**config.mk**
```make
export PLATFORM = sky130hd
export DESIGN_NAME = lmac_unit
export DESIGN_NICKNAME = d
export VERILOG_FILES = /design/src/rtl/lmac_pkg.sv /design/src/rtl/lmac_seed.sv /design/src/rtl/lmac_digit_step.sv /design/src/rtl/lmac_flags.sv /design/src/rtl/lmac_unit.sv
export SDC_FILE = /design/constraint.sdc
export NUM_CORES = 2
export LEC_CHECK = 0
export ABC_CLOCK_PERIOD_IN_PS = 11200
export BUFFER_PORTS_ARGS = -buffer_cell sky130_fd_sc_hd__buf_2
export CORE_ASPECT_RATIO = 0.75
export CORE_UTILIZATION = 45
export DETAILED_ROUTE_END_ITERATION = 7
export SYNTH_ARGS = -nofsm -noshare
export SYNTH_HDL_FRONTEND = slang
export SYNTH_SLANG_ARGS = --single-unit
export TNS_END_PERCENT = 1
```
**constraint.sdc**
```tcl
create_clock -name clk -period 11.2 [get_ports clk]
set_clock_uncertainty 0.1 [all_clocks]
set_input_delay 0 -clock clk [delete_from_list [all_inputs] [get_ports clk]]
set_output_delay 0 -clock clk [all_outputs]
set_load 0.1 [all_outputs]
```
**src/rtl/lmac_pkg.sv**
```systemverilog
package lmac_pkg;

  typedef enum logic [1:0] {
    OP_UMUL = 2'b00,
    OP_UMAC = 2'b01,
    OP_SMUL = 2'b10,
    OP_SMAC = 2'b11
  } lmac_op_e;

  // operands treated as two's complement
  function automatic logic op_is_signed(input logic [1:0] op);
    return op[1];
  endfunction

  // product is added to the incoming 64-bit value
  function automatic logic op_accumulates(input logic [1:0] op);
    return op[0];
  endfunction

endpackage

```
**src/rtl/lmac_seed.sv**
```systemverilog
// Forms the widened multiplicand and the starting partial sum.
// A signed multiplier B equals unsigned(B) - b_msb * 2^OPW, so the
// correction term is folded into the seed and the iteration stays unsigned.
module lmac_seed #(
  parameter int OPW = 32,
  localparam int RW = 2 * OPW
) (
  input  logic [1:0]     op,
  input  logic [OPW-1:0] src_a,
  input  logic           b_msb,
  input  logic [RW-1:0]  addend,
  output logic [RW-1:0]  mcand_ext,
  output logic [RW-1:0]  seed
);
  import lmac_pkg::*;

  function automatic logic [RW-1:0] widen(input logic [OPW-1:0] v, input logic sgn);
    return sgn ? {{OPW{v[OPW-1]}}, v} : {{OPW{1'b0}}, v};
  endfunction

  function automatic logic [RW-1:0] msb_fix(input logic [RW-1:0] m, input logic apply);
    return apply ? (m << OPW) : '0;
  endfunction

  logic sgn;
  logic [RW-1:0] base;

  always_comb begin
    sgn       = op_is_signed(op);
    mcand_ext = widen(src_a, sgn);
    base      = op_accumulates(op) ? addend : '0;
    seed      = base - msb_fix(mcand_ext, sgn & b_msb);
  end

endmodule

```
**src/rtl/lmac_digit_step.sv**
```systemverilog
// Adds one multiplier digit's worth of partial products to the running sum.
module lmac_digit_step #(
  parameter int W  = 64,
  parameter int DB = 8
) (
  input  logic [W-1:0]  sum_in,
  input  logic [W-1:0]  mcand,
  input  logic [DB-1:0] digit,
  output logic [W-1:0]  sum_out
);
  logic [W-1:0] pp [DB];

  for (genvar g = 0; g < DB; g++) begin : g_pp
    assign pp[g] = digit[g] ? (mcand << g) : '0;
  end

  always_comb begin
    sum_out = sum_in;
    for (int i = 0; i < DB; i++) sum_out = sum_out + pp[i];
  end

endmodule

```
**src/rtl/lmac_flags.sv**
```systemverilog
// Negative / zero condition of a full-width result.
module lmac_flags #(
  parameter int W = 64
) (
  input  logic [W-1:0] value,
  output logic         neg,
  output logic         zero
);
  function automatic logic is_zero(input logic [W-1:0] v);
    return ~|v;
  endfunction

  assign neg  = value[W-1];
  assign zero = is_zero(value);

endmodule

```
**src/rtl/lmac_unit.sv**
```systemverilog
module lmac_unit #(
  parameter int OPW        = 32,
  parameter int DIGIT_BITS = 8
) (
  input  logic             clk,
  input  logic             rst_n,
  input  logic             start,
  input  logic [1:0]       op,
  input  logic             set_flags,
  input  logic [OPW-1:0]   src_a,
  input  logic [OPW-1:0]   src_b,
  input  logic [OPW-1:0]   acc_hi,
  input  logic [OPW-1:0]   acc_lo,
  output logic             busy,
  output logic             done,
  output logic [OPW-1:0]   res_hi,
  output logic [OPW-1:0]   res_lo,
  output logic             flag_n,
  output logic             flag_z,
  output logic             flag_nz_we
);
  localparam int RW    = 2 * OPW;
  localparam int ITERS = OPW / DIGIT_BITS;
  localparam int CNTW  = (ITERS > 1) ? $clog2(ITERS) : 1;
  localparam logic [CNTW-1:0] LAST_CNT = CNTW'(ITERS - 1);

  // state
  logic            busy_q, done_q, we_q, freq_q, n_q, z_q;
  logic [CNTW-1:0] cnt_q;
  logic [RW-1:0]   sum_q, mcand_q, res_q;
  logic [OPW-1:0]  mlier_q;

  // named internal events
  logic            accept, last_step;
  logic [RW-1:0]   seed, mcand_ext, step_sum;
  logic            step_neg, step_zero;

  assign accept    = start & ~busy_q;
  assign last_step = busy_q & (cnt_q == LAST_CNT);

  lmac_seed #(.OPW(OPW)) u_seed (
    .op        (op),
    .src_a     (src_a),
    .b_msb     (src_b[OPW-1]),
    .addend    ({acc_hi, acc_lo}),
    .mcand_ext (mcand_ext),
    .seed      (seed)
  );

  lmac_digit_step #(.W(RW), .DB(DIGIT_BITS)) u_step (
    .sum_in  (sum_q),
    .mcand   (mcand_q),
    .digit   (mlier_q[DIGIT_BITS-1:0]),
    .sum_out (step_sum)
  );

  lmac_flags #(.W(RW)) u_flags (
    .value (step_sum),
    .neg   (step_neg),
    .zero  (step_zero)
  );

  // iteration sequencer
  always_ff @(posedge clk or negedge rst_n) begin
    if (!rst_n) begin
      busy_q  <= 1'b0;
      cnt_q   <= '0;
      sum_q   <= '0;
      mcand_q <= '0;
      mlier_q <= '0;
      freq_q  <= 1'b0;
    end else if (accept) begin
      busy_q  <= 1'b1;
      cnt_q   <= '0;
      sum_q   <= seed;
      mcand_q <= mcand_ext;
      mlier_q <= src_b;
      freq_q  <= set_flags;
    end else if (busy_q) begin
      sum_q   <= step_sum;
      mcand_q <= mcand_q << DIGIT_BITS;
      mlier_q <= mlier_q >> DIGIT_BITS;
      cnt_q   <= cnt_q + 1'b1;
      if (last_step) busy_q <= 1'b0;
    end
  end

  // result and flag registers
  always_ff @(posedge clk or negedge rst_n) begin
    if (!rst_n) begin
      done_q <= 1'b0;
      we_q   <= 1'b0;
      res_q  <= '0;
      n_q    <= 1'b0;
      z_q    <= 1'b0;
    end else begin
      done_q <= last_step;
      we_q   <= last_step & freq_q;
      if (last_step) begin
        res_q <= step_sum;
        n_q   <= step_neg;
        z_q   <= step_zero;
      end
    end
  end

  assign busy       = busy_q;
  assign done       = done_q;
  assign res_hi     = res_q[RW-1:OPW];
  assign res_lo     = res_q[OPW-1:0];
  assign flag_n     = n_q;
  assign flag_z     = z_q;
  assign flag_nz_we = we_q;


  done_single_chk: assert property (@(posedge clk) disable iff (!rst_n)
    done |=> !done);

  done_ends_busy_chk: assert property (@(posedge clk) disable iff (!rst_n)
    done |-> (!busy && $past(busy)));

  accept_busy_chk: assert property (@(posedge clk) disable iff (!rst_n)
    accept |=> (busy && cnt_q == '0));

  busy_advance_chk: assert property (@(posedge clk) disable iff (!rst_n)
    (busy && !last_step) |=> (busy && cnt_q == $past(cnt_q) + 1'b1));

  strobe_with_done_chk: assert property (@(posedge clk) disable iff (!rst_n)
    flag_nz_we |-> done);

  flag_value_chk: assert property (@(posedge clk) disable iff (!rst_n)
    done |-> (flag_n == res_hi[OPW-1] && flag_z == ({res_hi, res_lo} == '0)));

  result_hold_chk: assert property (@(posedge clk) disable iff (!rst_n)
    !done |-> ($stable(res_hi) && $stable(res_lo)));

endmodule

```
==> metrics.yaml <==
status: "complete, no violations"
ys_warn_count: 0
dr.pass1.iters: 8
antenna_found_initial: 10
fin_nets: 4133
crit_path_end_kind: "flip-flop"
place_hpwl_mm: 75.2
ant_nets: 0
seq_area_frac_synth_pct: 20.3
worstRegToRegCells: 21
via_count: 24500
drive_above_1_share_pct: 9.33
path_clk_slew_ns: 0.07
rows: 79
synth_compound_gate_area_share_pct: 12.0
synth_mux_area_share_pct: 3.69
synth_xor_area_share_pct: 2.71
slew_headroom_pct: 24.3
rsz0062_at_grt: "no"
synth_cell_type_count: 81
path_max_fanout: 41
grt_pass1_vias: 24800
setup_tns_ns: 0
grt_use_met3_pct: 7.49
dieArea_sq_um: 64200
ys.flop_type: "dfrtp_1"
use_met2_pct: 46.4
cts-buffers-inserted: 28
hp-class: "in -> reg"
r2r-end: "flag_z$_DFFE_PN0P_"
viasPerCell: 5.68
grt_busiest_layer: "met1"
grt_max_degree: 105
r2r_setup_slack_ns: 2.87
grtUsageTotal_pct: 31.6
die_w_microns: 292
setup_viol: 0
gp_congestion: 1.02
die_height_microns: 220
synth.most_common_cell: "nand2_1"
worstReg2RegStart: "mlier_q[0]$_DFFE_PN0P_"
grt_first_pass_wirelength_mm: 154
critPathKind: "reg -> reg"
drv_slew: 0
synth_common_cells: "nand2_1 (568), inv_1 (566), fa_1 (412), and2_1 (235), dfrtp_1 (231)"
clkSinkCount: 231
cts_tree: "done"
timing.final.crit_share_pct: 74.4
wl_mm: 99.9
synth-adder-area-share_pct: 33.5
cts_setup_buffers: 0
synth_top_area_cell: "fa_1"
crit_arrival_ns: 8.76
cts_max_path_buffers: 3
synth_top_family_by_area: "adder cells"
worst_pin_slew_ns: 1.13
finalHoldViolCount: 0
drc: 0
htreeDepth: 1
clk_latency_ns: 0.63
ys_seq_elements: 231
root_buffer: "clkbuf_16"
critical_path_required_ns: 11.63
synthArstFlopShare_pct: 100
use_met1_pct: 47.1
syn_to_final_growth_pct: 13.2
syn_avg_cell_area_sq_um: 8.59
dp_cells: 4130
crit_end: "flag_z$_DFFE_PN0P_"
initial_core_util_pct: 45.6
cp-startpoint: "mlier_q[0]$_DFFE_PN0P_"
synth_edf_count: 0
gr-total-overflow: 0
synth_area_sq_um: 28400
synth_fp_nets: 3958
synthCells: 3310
fin_cells: 4321
wl_per_cell_microns: 23.1
io_buffers: 202
max_cap_violations: 0
min_period_ns: 8.33
synth.area.top_cells: "fa_1 (29%), dfrtp_1 (20%), nand2_1 (7.5%)"
max_freq_mhz: 120
synth-simple-area-share_pct: 17.4
boundaryPins: 203
netlist.area_leader.share_pct: 29.0
core_sq_um: 62300
startpoint_type: "flip-flop"
drtIter0Drc: 2580
## routing by layer
layer | wire length, microns | up-vias
met5 | 35 | -
met4 | 2560 | 6
met3 | 10600 | 149
met2 | 41500 | 1267
met1 | 45200 | 12400
li1 | - | 10700
## registers in the layout (all words and copies together), names as in the netlist
name and cells:
flag_nz_we 1, flag_n 1, done 1, busy 1
flag_z 1, cnt_q 2, sum_q 64, mcand_q 64
mlier_q 32, res_q 63, freq_q 1
## stage by stage
step	hold WS, ns	instance area, sq um	utilization, %	setup slack [ns]
final	0.0297	32200	51.7	2.87
after global routing	0.0817	32200	51.7	2.72
after CTS	0.0129	32200	51.7	3.23
after detailed placement	0.000967	29800	47.9	3.25
after global placement	0.000882	29800	47.9	3.30
after floorplan	-0.396	28400	-	5.14
## cell usage in the layout (no fill, tap or decap), types with 48 or more instances in the layout
cell / count
xnor2_1: 62
mux2i_1: 71
and3_1: 48
nand2_1: 567
nor2_1: 81
fa_1: 412
dfrtp_1: 225
dlygate4sd3_1: 134
a21oi_1: 146
o21ai_0: 171
and2_1: 235
inv_1: 565
buf_2: 200
ha_1: 102
## worst max-delay path, cell delays in order, from the launching register on
cell      delay, ns
dfrtp_2        0.74
buf_4          0.61
nand2_1        0.17
fa_1           0.58
inv_1          0.06
fa_1           0.48
fa_1           0.55
inv_1          0.05
fa_1           0.48
inv_1          0.05
ha_1           0.40
o211ai_1       0.12
o21ai_1        0.79
o21ai_0        0.63
and3_1         0.36
o31ai_1        0.16
and4b_1        0.46
nand4_1        0.20
nor4_1         0.30
and4_1         0.35
nand4_1        0.27
o31ai_2        0.28
## timing repair
action,in CTS,in global routing
endpoints found under the setup margin,0,0
hold buffers,135,0
resized for setup,0,0
endpoints found under the hold margin,195,0
## cell families (layout without fill, tap and decap cells)
family                     after synthesis  after routing
AOI/OAI and AO/OA                      546            546
xor gates and xnor gates                88             88
adders and majority gates              514            514
buffers and inverters                  780            976
DFF                                    231            231
muxes                                  101            101
other                                    0              5
and+or+nand+nor                       1050           1050
## layout make-up
class	count	area, sq um
diodes	5	12.5
fillers	5807	30100
clock inverters	13	198
repair buffers	358	2550
inverters	567	2130
flip-flops and latches	231	5790
well taps	810	1010
clock buffers	38	768
multi-input cells	2299	19700
## worst min path at each step
stage	slack, ns	start	endpoint	depth (start not counted)
after floorplan	-0.40	rst_n	busy$_DFF_PN0_	0
after global placement	0.0009	rst_n	mcand_q[59]$_DFFE_PN0P_	1
after detailed placement	0.001	rst_n	mcand_q[58]$_DFFE_PN0P_	1
after CTS	0.01	acc_hi[25]	sum_q[57]$_DFFE_PN0P_	6
after global routing	0.08	acc_hi[26]	sum_q[58]$_DFFE_PN0P_	6
final	0.03	acc_hi[25]	sum_q[57]$_DFFE_PN0P_	6
Power is left out: the tool's default activity adds up to more than one toggle a clock period on the data nets, which glitch-free logic cannot reach.
